## config.mk

```make
export PLATFORM = sky130hd
export DESIGN_NAME = bus_arb_top
export DESIGN_NICKNAME = d
export VERILOG_FILES = /design/src/rtl/bus_arb_pkg.sv /design/src/rtl/rel_ctrl.sv /design/src/rtl/req_qual.sv /design/src/rtl/int_arb.sv /design/src/rtl/bus_arb_top.sv
export SDC_FILE = /design/constraint.sdc
export NUM_CORES = 1
export LEC_CHECK = 0
export BUFFER_PORTS_ARGS = -buffer_cell sky130_fd_sc_hd__buf_4
export CAP_MARGIN = 10
export CORE_AREA = 2 2 39 41
export DETAILED_ROUTE_END_ITERATION = 8
export DIE_AREA = 0 0 41 43
export GPL_TIMING_DRIVEN = 0
export SKIP_CTS_REPAIR_TIMING = 1
export SLEW_MARGIN = 20
export SYNTH_ARGS = -nofsm -noshare
export SYNTH_HDL_FRONTEND = slang
export SYNTH_SLANG_ARGS = --single-unit
```

## constraint.sdc

```tcl
create_clock -name clk_i -period 2.12 [get_ports clk_i]
set_input_delay 0.106 -clock clk_i [delete_from_list [all_inputs] [get_ports clk_i]]
set_output_delay 0.106 -clock clk_i [all_outputs]
set_load 0.02 [all_outputs]
```

## src/rtl/bus_arb_pkg.sv

```systemverilog
package bus_arb_pkg;
  localparam int unsigned NMST    = 2;
  localparam int unsigned DTC_IDX = 0;  // index 0 is highest priority
  localparam int unsigned CPU_IDX = 1;  // default owner
  localparam int unsigned STOP_W  = 16;
  localparam logic [STOP_W-1:0] STOP_ALL_A = 16'hFFFF;
  localparam logic [STOP_W-1:0] STOP_ALL_B = 16'hEFFF;
endpackage

```

## src/rtl/rel_ctrl.sv

```systemverilog
module rel_ctrl #(
  parameter int unsigned STOP_W = 16,
  parameter logic [STOP_W-1:0] CODE_A = '1,
  parameter logic [STOP_W-1:0] CODE_B = '1
) (
  input  logic              clk_i,
  input  logic              rst_ni,
  input  logic              cycle_done_i,
  input  logic              rel_req_i,
  input  logic              sleep_i,
  input  logic [STOP_W-1:0] mstop_i,
  output logic              rel_nxt_o,
  output logic              rel_ack_o
);
  logic stop_all, rel_en, rel_q;

  assign stop_all  = (mstop_i == CODE_A) || (mstop_i == CODE_B);
  assign rel_en    = !(sleep_i && stop_all);
  assign rel_nxt_o = cycle_done_i ? (rel_req_i && rel_en) : rel_q;
  assign rel_ack_o = rel_q;

  always_ff @(posedge clk_i or negedge rst_ni) begin
    if (!rst_ni) rel_q <= 1'b0;
    else         rel_q <= rel_nxt_o;
  end


  rel_gate_chk: assert property (@(posedge clk_i) disable iff (!rst_ni)
    $rose(rel_q) |-> $past(rel_en && rel_req_i && cycle_done_i));

  rel_hold_chk: assert property (@(posedge clk_i) disable iff (!rst_ni)
    !$past(cycle_done_i) |-> $stable(rel_q));
endmodule

```

## src/rtl/req_qual.sv

```systemverilog
module req_qual #(
  parameter int unsigned N = 2
) (
  input  logic [N-1:0] int_req_i,
  input  logic [N-1:0] ext_req_i,
  input  logic         rel_nxt_i,
  output logic [N-1:0] elig_o,
  output logic [N-1:0] stall_o
);
  for (genvar k = 0; k < N; k++) begin : g_m
    // external access waits while the bus is released
    assign elig_o[k]  = int_req_i[k] || (ext_req_i[k] && !rel_nxt_i);
    assign stall_o[k] = ext_req_i[k] && !int_req_i[k] && rel_nxt_i;
  end
endmodule

```

## src/rtl/int_arb.sv

```systemverilog
module int_arb #(
  parameter int unsigned N       = 2,
  parameter int unsigned DEF_IDX = 1
) (
  input  logic         clk_i,
  input  logic         rst_ni,
  input  logic         cycle_done_i,
  input  logic [N-1:0] elig_i,
  input  logic [N-1:0] stall_i,
  output logic [N-1:0] ack_o
);
  logic [N-1:0] grant_q, grant_d, hi_mask, pick;
  logic         keep;

  always_comb begin
    logic acc;
    acc = 1'b0;
    for (int k = 0; k < N; k++) begin
      hi_mask[k] = acc;
      acc        = acc | elig_i[k];
    end
  end
  assign pick = elig_i & ~hi_mask;

  always_comb begin
    keep = 1'b0;
    for (int k = 0; k < N; k++)
      if (grant_q[k])
        keep = !hi_mask[k] && !stall_i[k] && (elig_i[k] || k == int'(DEF_IDX));
  end

  always_comb begin
    grant_d = grant_q;
    if (cycle_done_i) begin
      if (grant_q == '0) begin
        if (|elig_i)                grant_d = pick;
        else if (!stall_i[DEF_IDX]) grant_d = N'(1) << DEF_IDX;
        else                        grant_d = '0;
      end else begin
        grant_d = keep ? grant_q : '0;
      end
    end
  end

  always_ff @(posedge clk_i or negedge rst_ni) begin
    if (!rst_ni) grant_q <= '0;
    else         grant_q <= grant_d;
  end
  assign ack_o = grant_q;


  ack_onehot_chk: assert property (@(posedge clk_i) disable iff (!rst_ni)
    $onehot0(grant_q));

  ack_hold_chk: assert property (@(posedge clk_i) disable iff (!rst_ni)
    !$past(cycle_done_i) |-> $stable(grant_q));

  ack_gap_chk: assert property (@(posedge clk_i) disable iff (!rst_ni)
    (|($past(grant_q) & ~grant_q)) |-> (grant_q == '0));

  ack_prio_chk: assert property (@(posedge clk_i) disable iff (!rst_ni)
    (|(grant_q & ~$past(grant_q))) |-> ((grant_q & $past(hi_mask)) == '0));
endmodule

```

## src/rtl/bus_arb_top.sv

```systemverilog
module bus_arb_top
  import bus_arb_pkg::*;
(
  input  logic              clk_i,
  input  logic              rst_ni,
  input  logic              cycle_done_i,
  input  logic              dtc_int_req_i,
  input  logic              dtc_ext_req_i,
  input  logic              cpu_int_req_i,
  input  logic              cpu_ext_req_i,
  input  logic              rel_req_i,
  input  logic              sleep_i,
  input  logic [STOP_W-1:0] mstop_i,
  output logic              dtc_ack_o,
  output logic              cpu_ack_o,
  output logic              rel_ack_o
);
  logic [NMST-1:0] int_req, ext_req, elig, stall, ack;
  logic            rel_nxt;

  always_comb begin
    int_req = '0;
    ext_req = '0;
    int_req[DTC_IDX] = dtc_int_req_i;
    int_req[CPU_IDX] = cpu_int_req_i;
    ext_req[DTC_IDX] = dtc_ext_req_i;
    ext_req[CPU_IDX] = cpu_ext_req_i;
  end

  rel_ctrl #(.STOP_W(STOP_W), .CODE_A(STOP_ALL_A), .CODE_B(STOP_ALL_B)) u_rel (
    .clk_i, .rst_ni, .cycle_done_i, .rel_req_i, .sleep_i, .mstop_i,
    .rel_nxt_o(rel_nxt), .rel_ack_o(rel_ack_o));

  req_qual #(.N(NMST)) u_qual (
    .int_req_i(int_req), .ext_req_i(ext_req), .rel_nxt_i(rel_nxt),
    .elig_o(elig), .stall_o(stall));

  int_arb #(.N(NMST), .DEF_IDX(CPU_IDX)) u_arb (
    .clk_i, .rst_ni, .cycle_done_i, .elig_i(elig), .stall_i(stall), .ack_o(ack));

  assign dtc_ack_o = ack[DTC_IDX];
  assign cpu_ack_o = ack[CPU_IDX];
endmodule

```

### After elaboration in Yosys (flattened, before gate mapping)

Cells that the tools add are included.

* flip-flop bits (word level): 3
* input port bits: 25
* word-level logic and storage cells: 37

* equal/unequal tests: 3
* muxes and demuxes: 7
* bitwise logic cells: 2
* reductions and logical operators: 23

Operator list (number)
* == test 16 bit (second input constant): 2
* logical AND 1 bit: 10
* two-way mux 2 bit: 4
* logical NOT 1 bit: 7
* logical OR 1 bit: 3
* two-way mux 1 bit: 3
* bitwise AND 2 bit: 1
* logical NOT 2 bit: 1
* inequality test 2 bit (second input constant): 1
* NOT 2 bit: 1
* AND reduction 2 bit: 1
* OR reduction 2 bit: 1

### Logic depth before layout (Yosys ltp)

Gate-level depths: netlist (run 1).

* depth in word-level cells: 14
* mapped depth: 5

### Cells and area by module

Synthesis (run 1) repeated with hierarchy kept, for this count alone.

* cells, all modules: 29
* area, all modules: 220.2 sq um

Modules (own cells, without submodules)
* int_arb: times used 1, cells each 13, area an instance 116.4 sq um
* rel_ctrl: times used 1, cells each 9, area an instance 70.1 sq um
* req_qual: times used 1, cells each 7, area an instance 33.8 sq um

### Worst setup path after synthesis (run 1)

OpenSTA, ideal clock, no wires.

* path kind: flip-flop to flip-flop
* start point: reg u_rel.rel_q, in the netlist u_rel.rel_ack_o
* end point: reg u_arb.grant_q[0], in the netlist u_arb.ack_o[0]
* arrival time: 1325 ps
* required time: 1994 ps
* slack: 669 ps
* stages on the path, launching flop included: 5
* buffers on the path: 0
* clock period less this slack: 1451 ps
* path through: dfrtp_1 nand2_1 and2_2 o31a_2 a311o_1

* word-level cells in the longest chain between the ends: 9

Ends and longest elaborated chain
* start: declaration: line rel_ctrl.sv:15 `logic stop_all, rel_en, rel_q;`
* start signal: assignment: line rel_ctrl.sv:24 `else rel_q <= rel_nxt_o;`
* two-way mux 1 bit (*): line rel_ctrl.sv:19 `assign rel_nxt_o = cycle_done_i ? (rel_req_i && rel_en) : rel_q;`
* logical NOT 1 bit: line req_qual.sv:12 `assign elig_o[k] = int_req_i[k] || (ext_req_i[k] && !rel_nxt_i);`
* logical AND 1 bit: line req_qual.sv:12
* logical OR 1 bit: line req_qual.sv:12
* logical AND 1 bit or logical NOT 1 bit (tied branches): line int_arb.sv:29 `keep = !hi_mask[k] && !stall_i[k] && (elig_i[k] || k == int'(DEF_IDX));`
* two-way mux 1 bit or logical AND 1 bit (tied branches): line int_arb.sv:28, int_arb.sv:29
* two-way mux 1 bit: line int_arb.sv:28 `if (grant_q[k])`
* inequality test 2 bit (no line)
* AND reduction 2 bit (no line)
* end signal: assignment: line int_arb.sv:47 `else grant_q <= grant_d;`
* end: declaration: line int_arb.sv:12 `logic [N-1:0] grant_q, grant_d, hi_mask, pick;`

Mark *: on every way between the ends. The rest lies on a longest branch, timed or not.
A chain may end at the register's enable or synchronous reset.

### Worst setup path in the final report (run 1)

Same ends and word-level chain as after synthesis.

==> results.sh, run 1 <==
export IMPL_cts_buffers=3
export IMPL_r2r_start="u_rel.rel_ack_o"
export IMPL_fill_cells=158
export IMPL_synth_edf_count=0
export IMPL_antenna_cells=0
export IMPL_power_density_nw_per_um2=576
export IMPL_syn_inst=21
export IMPL_htreeDepth=1
export IMPL_drc=0
export IMPL_first_pass_iters=1
export IMPL_dp_hpwl_um=636
export IMPL_rsz0062_at_grt="no"
export IMPL_drv_cap=0
export IMPL_cp_data_arrival_time_ps=1460
export IMPL_synth_area_leader_cell="dfrtp_1"
export IMPL_leakagePower_uw=0.000224
export IMPL_critPathLaunchType="flop"
export IMPL_finalWirelength_um=731
export IMPL_wl_per_cell_um=10.8
export IMPL_gp_congestion=0.562
export IMPL_fin_crit_sh=0.639
export IMPL_async_flop_share=1.00
export IMPL_insertion_delay_ps=230
export IMPL_skew_ps=3.30
export IMPL_seq_area_frac_synth=0.382
export IMPL_dr_total_vias=299
export IMPL_maxSlewHeadroom=0.810
export IMPL_synth_most_common_cell="nand4_1"
export IMPL_slew_violations=0
export IMPL_path_cells="nand2_1 -> and2_2 -> o31a_2 -> a311o_1"
export IMPL_fin_setup_tns_ps=0
export IMPL_syn_cell_area_um2=196
export IMPL_avgViaCountPerCell=4.40
export IMPL_grt_first_pass_wirelength_um=972
export IMPL_initial_core_util=0.142
export IMPL_instances_no_fill=68
export IMPL_critPathBufInv=0
export IMPL_setup_worst_path_end_class="flop"
export IMPL_pin_count=28
export IMPL_io_buffers=26
export IMPL_final_core_util=0.324
export IMPL_hp_class="in2async"
export IMPL_dp_cells=63
export IMPL_min_period_ps=1350
export IMPL_rows=14
export IMPL_synth_seq_cells=3
export IMPL_synth_commonest_cells="4 x nand4_1, 3 x dfrtp_1, 3 x inv_1"
export IMPL_clockRootBuffer="clkbuf_4"
export IMPL_drt_first_iter_violations=0
export IMPL_die_w_um=41
export IMPL_die_h_um=43
export IMPL_max_freq_mhz=738
export IMPL_finalPower_uw=258
export IMPL_track_usage=0.0875
export IMPL_path_class="reg2reg"
export IMPL_area_growth_pct=128
export IMPL_multiInputGateArea_um2=110
export IMPL_ys_flop_type="dfrtp_1"
export IMPL_core_area_um2=1380
export IMPL_dieArea_um2=1760
export IMPL_ir_drop_mv=0.190
export IMPL_ant_nets=0
export IMPL_finalNetCount=78
export IMPL_drive_gt1_frac=0.635
export IMPL_path_max_fanout=2
export IMPL_hold_slack_ps=202
export IMPL_setup_violations=0
export IMPL_setup_worst_path_start="u_rel.rel_ack_o"
export IMPL_overflow=0
export IMPL_register_area_um2=75.1
export IMPL_grt_pass1_vias=301
export IMPL_synthTopCellsByArea="dfrtp_1 38%, nand4_1 13%, o41ai_2 8.3%, inv_1 5.7%, a311o_1 5.1%"
export IMPL_cts_sinks=3
export IMPL_cts_tree="yes"
export IMPL_worst_pin_slew_ps=282
export IMPL_required_ps=2230
export IMPL_slowest_delay_ps=350
export IMPL_synth_net_count=46
export IMPL_synth_cell_types=14
export IMPL_finalHoldViolations=0
export IMPL_path_clk_slew_ps=40
export IMPL_crit_family="compound AO/OA/AOI/OAI gates"
export IMPL_antenna_found_initial=0
export IMPL_grt_max_degree=5
export IMPL_cts_path_max_buffers=2
export IMPL_status="complete, no violations"
export IMPL_syn_area_per_cell_um2=9.35
export IMPL_synth_top_area_frac=0.382
export IMPL_slowest_stage="a311o_1"
export IMPL_synth_warning_count=0
routing by layer:
metal | routed length [um] | track usage
met5 | 0 | 0
met4 | 0 | 0.0800
met3 | 194 | 0.0524
met2 | 362 | 0.156
met1 | 175 | 0.0485
cell families after synthesis:
group / after synthesis / synth area share
buffers and inverters: 3 / 0.0573
AND/OR/NAND/NOR: 10 / 0.293
AO/OA/AOI/OAI: 5 / 0.268
flip-flops: 3 / 0.382
report_power, final:
part / switching (uW) / internal, uW / leakage, uW
clock network: 27.9 / 70.4 / 0.0000150
logic: 32.7 / 52.9 / 0.000173
registers: 7.36 / 66.7 / 0.0000367
total: 67.9 / 190 / 0.000224
worst paths after layout:
kind	end	slack, ps	depth (start not counted)
worst min register to register	u_arb.ack_o[1]	550	1
min in group clk_i	u_arb.ack_o[0]	240	3
max in group asynchronous	u_arb.ack_o[1]	1820	2
worst min-delay path	u_rel.rel_ack_o	200	2
worst max register to register	u_arb.ack_o[0]	770	4
worst max-delay path	u_arb.ack_o[0]	770	4
placed cells by master, fill, tap and decap left out:
| master | count |
|---|---|
| a311o_1 | 1 |
| nand4_1 | 4 |
| dlygate4sd3_1 | 1 |
| clkbuf_1 | 1 |
| a31oi_1 | 1 |
| o31a_2 | 1 |
| buf_4 | 26 |
| clkbuf_4 | 3 |
| and2_1 | 1 |
| o22a_2 | 1 |
| dfrtp_1 | 3 |
| nor2b_1 | 1 |
| o41ai_2 | 1 |
| inv_1 | 3 |
| nand2_1 | 1 |
| and2_2 | 1 |
| nor2_1 | 1 |
| nor3_1 | 1 |
state kept, by name, indices dropped and copies added (netlist names):
signal	flops
u_arb.ack_o	2
u_rel.rel_ack_o	1
worst register-to-register path: stages (launching register included):
cell and delay (ps):
dfrtp_1 330, nand2_1 60, and2_2 200, o31a_2 290, a311o_1 350
through the flow:
stage	instance area (um^2)	worst slack [ps]
after floorplan	196	669
after global placement	412	673
after detailed placement	412	658
after CTS	438	754
after global routing	448	701
final	448	765
final cells by class:
cell class                 count  share of cell area
clock buffer                   4              0.0587
sequential                     3               0.168
inverter                       3              0.0251
timing repair buffer          27               0.458
multi-input combinational     15               0.246
tap                           16              0.0447
Note: power is estimated with default switching activity, not from simulation.
==> run 2, diff against run 1 <==
- clock period: 2.12 -> 1.25 ns (I/O delays scaled with it)
==> results.sh, run 2 (synthesis gave the netlist of run 1 again) <==
export IMPL_layout_commonest_cell="buf_4"
export IMPL_rsz0062_at_grt="yes"
export IMPL_largest_reg_flops=2
export IMPL_drt_first_iter_violations=0
export IMPL_insertion_delay_ps=230
export IMPL_finalHoldViolations=0
export IMPL_dpl_instance_area_um2=417
export IMPL_area_growth_pct=134
export IMPL_ir_drop_mv=0.462
export IMPL_first_pass_iters=1
export IMPL_power_density_nw_per_um2=967
export IMPL_path_cells="nand2_2 -> and2_4 -> o31a_4 -> a311o_1"
export IMPL_min_period_ps=1230
export IMPL_worst_pin_slew_ps=288
export IMPL_required_ps=1360
export IMPL_setup_worst_path_end_class="flop"
export IMPL_mostFrequentLayoutCells="26 x buf_4, 4 x nand4_1, 3 x inv_1, 3 x clkbuf_4, 2 x dfrtp_1"
export IMPL_dp_cells=63
export IMPL_pin_count=28
export IMPL_preCtsSetupSlack_ps=-86.8
export IMPL_hp_class="in2async"
export IMPL_setup_slack_ps=17.8
export IMPL_overflow=0
export IMPL_die_w_um=41
export IMPL_cp_data_arrival_time_ps=1340
export IMPL_cts_tree="yes"
export IMPL_cts_sinks=3
export IMPL_initial_core_util=0.142
export IMPL_drive_gt1_frac=0.673
export IMPL_hold_slack_ps=155
export IMPL_grt_max_degree=5
export IMPL_grt_pass1_vias=272
export IMPL_finalNetCount=78
export IMPL_slowest_delay_ps=360
export IMPL_finalWirelength_um=697
export IMPL_max_freq_mhz=812
export IMPL_dieArea_um2=1760
export IMPL_avgViaCountPerCell=4.18
export IMPL_cts_buffers=3
export IMPL_die_h_um=43
export IMPL_skew_ps=1.22
export IMPL_clockRootBuffer="clkbuf_4"
export IMPL_fin_setup_tns_ps=0
export IMPL_track_usage=0.0845
export IMPL_grt_first_pass_wirelength_um=931
export IMPL_wl_per_cell_um=10.3
export IMPL_slowest_stage="dfrtp_2"
export IMPL_dp_hpwl_um=592
export IMPL_core_area_um2=1380
export IMPL_instances_no_fill=68
export IMPL_critPathLaunchType="flop"
export IMPL_maxSlewHeadroom=0.806
export IMPL_antenna_cells=0
export IMPL_slew_violations=0
export IMPL_drv_cap=0
export IMPL_setup_violations=0
export IMPL_status="complete, no violations"
export IMPL_ant_nets=0
export IMPL_antenna_found_initial=0
export IMPL_fin_area_um2=460
export IMPL_drc=0
export IMPL_path_class="reg2reg"
export IMPL_fin_crit_sh=0.986
export IMPL_cts_path_max_buffers=2
export IMPL_gp_congestion=0.595
export IMPL_path_clk_slew_ps=40
export IMPL_io_buffers=26
export IMPL_dr_total_vias=284
export IMPL_leakagePower_uw=0.000231
export IMPL_rows=14
export IMPL_htreeDepth=1
export IMPL_path_max_fanout=2
[run 2: cell types whose count changed in the layout (fill, tap and decap cells not counted)]
cell,change
nand2_2,+1
and2_4,+1
o31a_4,+1
dfrtp_1,-1
nand2_1,-1
dfrtp_2,+1
and2_2,-1
o31a_2,-1
[run 2: worst paths after layout]
path	slack, ps	start	depth (start not counted)	to
min reg2reg	550	u_arb.ack_o[1]	1	u_arb.ack_o[1]
max reg2reg	20	u_rel.rel_ack_o	4	u_arb.ack_o[0]
min	150	rst_ni	2	u_rel.rel_ack_o
max	20	u_rel.rel_ack_o	4	u_arb.ack_o[0]
min in group clk_i	200	cpu_int_req_i	3	u_arb.ack_o[1]
max in group asynchronous	990	rst_ni	2	u_rel.rel_ack_o
[run 2: routing by layer]
| layer | wire [um] | global-route usage | up-vias |
|---|---|---|---|
| met2 | 334 | 0.134 | 22 |
| li1 | - | - | 142 |
| met1 | 214 | 0.0712 | 120 |
| met5 | 0 | 0 | - |
| met3 | 148 | 0.0366 | 0 |
| met4 | 0 | 0.0800 | 0 |
[run 2: cell type report]
type                    instances  area (um^2)
repair buffers                 27          205
clock buffers                   4         26.3
multi-input cells              15          121
inverters                       3         11.3
flip-flops and latches          3         76.3
well taps                      16         20.0
fillers                       146          923
[run 2: power breakdown]
group | leakage [uW] | switching (uW) | internal [uW]
clock network | 0.0000150 | 47.0 | 119
registers | 0.0000356 | 13.9 | 114
logic | 0.000181 | 57.6 | 93.6
[run 2: through the flow]
step / utilization / power [uW]
floorplan: - / 185
global placement: 0.301 / 274
detailed placement: 0.301 / 277
CTS: 0.320 / 453
global route: 0.333 / 488
finish: 0.333 / 445
[run 2: critical path, delay by kind of cell (launching register included)]
family           cells  cell delay, ps
AO/OA/AOI/OAI        2             530
flip-flops           1             360
AND/OR/NAND/NOR      2             220
==> run 3, diff against run 2 <==
- clock period: 1.25 -> 1.3 ns (I/O delays scaled with it)
==> results.sh, run 3 (synthesis gave the netlist of run 1 again) <==
export IMPL_drv_cap=0
export IMPL_worst_pin_slew_ps=306
export IMPL_layout_commonest_cell="buf_4"
export IMPL_first_pass_iters=1
export IMPL_antenna_found_initial=0
export IMPL_critPathLaunchType="flop"
export IMPL_die_w_um=41
export IMPL_avgViaCountPerCell=4.24
export IMPL_required_ps=1410
export IMPL_power_density_nw_per_um2=939
export IMPL_drive_gt1_frac=0.654
export IMPL_cts_buffers=3
export IMPL_dieArea_um2=1760
export IMPL_slew_violations=0
export IMPL_overflow=0
export IMPL_clockRootBuffer="clkbuf_4"
export IMPL_leakagePower_uw=0.000225
export IMPL_multiInputGateArea_um2=111
export IMPL_htreeDepth=1
export IMPL_skew_ps=0.284
export IMPL_drc=0
export IMPL_insertion_delay_ps=230
export IMPL_path_clk_slew_ps=30
export IMPL_finalHoldViolations=0
export IMPL_critical_path_depth=4
export IMPL_slowest_stage="dfrtp_2"
export IMPL_largest_reg_flops=2
export IMPL_path_max_fanout=2
export IMPL_max_freq_mhz=806
export IMPL_grt_first_pass_wirelength_um=855
export IMPL_ant_nets=0
export IMPL_critPathBufInv=0
export IMPL_hp_class="in2async"
export IMPL_fin_setup_tns_ps=0
export IMPL_fill_cells=152
export IMPL_p_sw_frac=0.263
export IMPL_hold_slack_ps=157
export IMPL_r2r_setup_slack_ps=60
export IMPL_cts_path_max_buffers=2
export IMPL_rsz0062_at_grt="no"
export IMPL_finalNetCount=78
export IMPL_drt_first_iter_violations=0
export IMPL_r2r_end="u_arb.ack_o[0]"
export IMPL_cp_data_arrival_time_ps=1350
export IMPL_io_buffers=26
export IMPL_cts_tree="yes"
export IMPL_r2r_start="u_rel.rel_ack_o"
export IMPL_p_int_uw=312
export IMPL_core_area_um2=1380
export IMPL_setup_worst_path_start="u_rel.rel_ack_o"
export IMPL_setup_violations=0
export IMPL_dp_hpwl_um=561
export IMPL_min_period_ps=1240
export IMPL_path_cells="nand2_1 -> and2_4 -> o31a_2 -> a311o_1"
export IMPL_preCtsSetupSlack_ps=-52.1
export IMPL_rows=14
export IMPL_antenna_cells=0
export IMPL_track_usage=0.0765
export IMPL_area_growth_pct=129
export IMPL_wl_per_cell_um=9.82
export IMPL_register_area_um2=76.3
export IMPL_maxSlewHeadroom=0.794
export IMPL_cts_sinks=3
export IMPL_slowest_delay_ps=340
export IMPL_pin_count=28
export IMPL_cp_endpoint="u_arb.ack_o[0]"
export IMPL_clkPwrFrac=0.379
export IMPL_path_class="reg2reg"
export IMPL_dp_cells=63
export IMPL_rr_worst_depth=4
export IMPL_die_h_um=43
export IMPL_setup_slack_ps=59.1
export IMPL_ir_drop_mv=0.438
export IMPL_setup_worst_path_end_class="flop"
export IMPL_initial_core_util=0.142
export IMPL_p_sw_uw=111
export IMPL_instances_no_fill=68
export IMPL_mostFrequentLayoutCells="26 x buf_4, 4 x nand4_1, 3 x inv_1, 3 x clkbuf_4, 2 x dfrtp_1"
export IMPL_status="complete, no violations"
export IMPL_grt_pass1_vias=276
export IMPL_pwr_share_comb=0.331
export IMPL_finalWirelength_um=668
export IMPL_dr_total_vias=288
export IMPL_crit_family="compound AO/OA/AOI/OAI gates"
export IMPL_grt_max_degree=5
export IMPL_fin_crit_sh=0.955
export IMPL_gp_congestion=0.633
export IMPL_pwr_share_seq=0.290
## run 3: stage by stage
| stage | util | instance area, um^2 | total power [uW] |
|---|---|---|---|
| 2_1_floorplan | - | 199 | 177 |
| 3_3_place_gp | 0.299 | 414 | 263 |
| 3_5_place_dp | 0.299 | 414 | 264 |
| 4_1_cts | 0.318 | 440 | 434 |
| 5_1_grt | 0.325 | 450 | 454 |
| 6_report | 0.325 | 450 | 423 |
## run 3: worst min-delay path by stage
stage | start | end | depth (start not counted)
after floorplan | rst_ni | u_arb.ack_o[0] | 0
after CTS | rst_ni | u_arb.ack_o[1] | 1
final | rst_ni | u_arb.ack_o[1] | 2
after detailed placement | rst_ni | u_arb.ack_o[1] | 1
after global routing | rst_ni | u_rel.rel_ack_o | 2
after global placement | rst_ni | u_arb.ack_o[1] | 1
## run 3: cell type report
| cell class | count | share of cell area |
|---|---|---|
| Tap cell | 16 | 0.0444 |
| Inverter | 3 | 0.0250 |
| Timing Repair Buffer | 27 | 0.456 |
| Multi-Input combinational cell | 15 | 0.247 |
| Sequential cell | 3 | 0.169 |
| Clock buffer | 4 | 0.0583 |
## run 3: power groups by stage
| stage | combinational [uW] | sequential [uW] | clock [uW] |
|---|---|---|---|
| global placement | 139 | 123 | 0 |
| detailed placement | 140 | 124 | 0 |
| CTS | 141 | 123 | 171 |
| finish | 140 | 123 | 160 |
| global route | 152 | 125 | 178 |
| floorplan | 36.9 | 140 | 0 |
## run 3: layer usage
layer  routed length (um)  part of all wire  global-route usage  up-vias
li1                     -                 -                   -      142
met1                  202              0.30              0.0519      125
met2                  328              0.49               0.128       21
met3                  137              0.21              0.0366        0
met4                    0                 0              0.0800        0
met5                    0                 0                   0        -
## run 3: worst reg2reg max path, cell delays in order, from the launching register on
cell and delay, ps:
dfrtp_2 340, nand2_1 60, and2_4 160, o31a_2 280, a311o_1 270
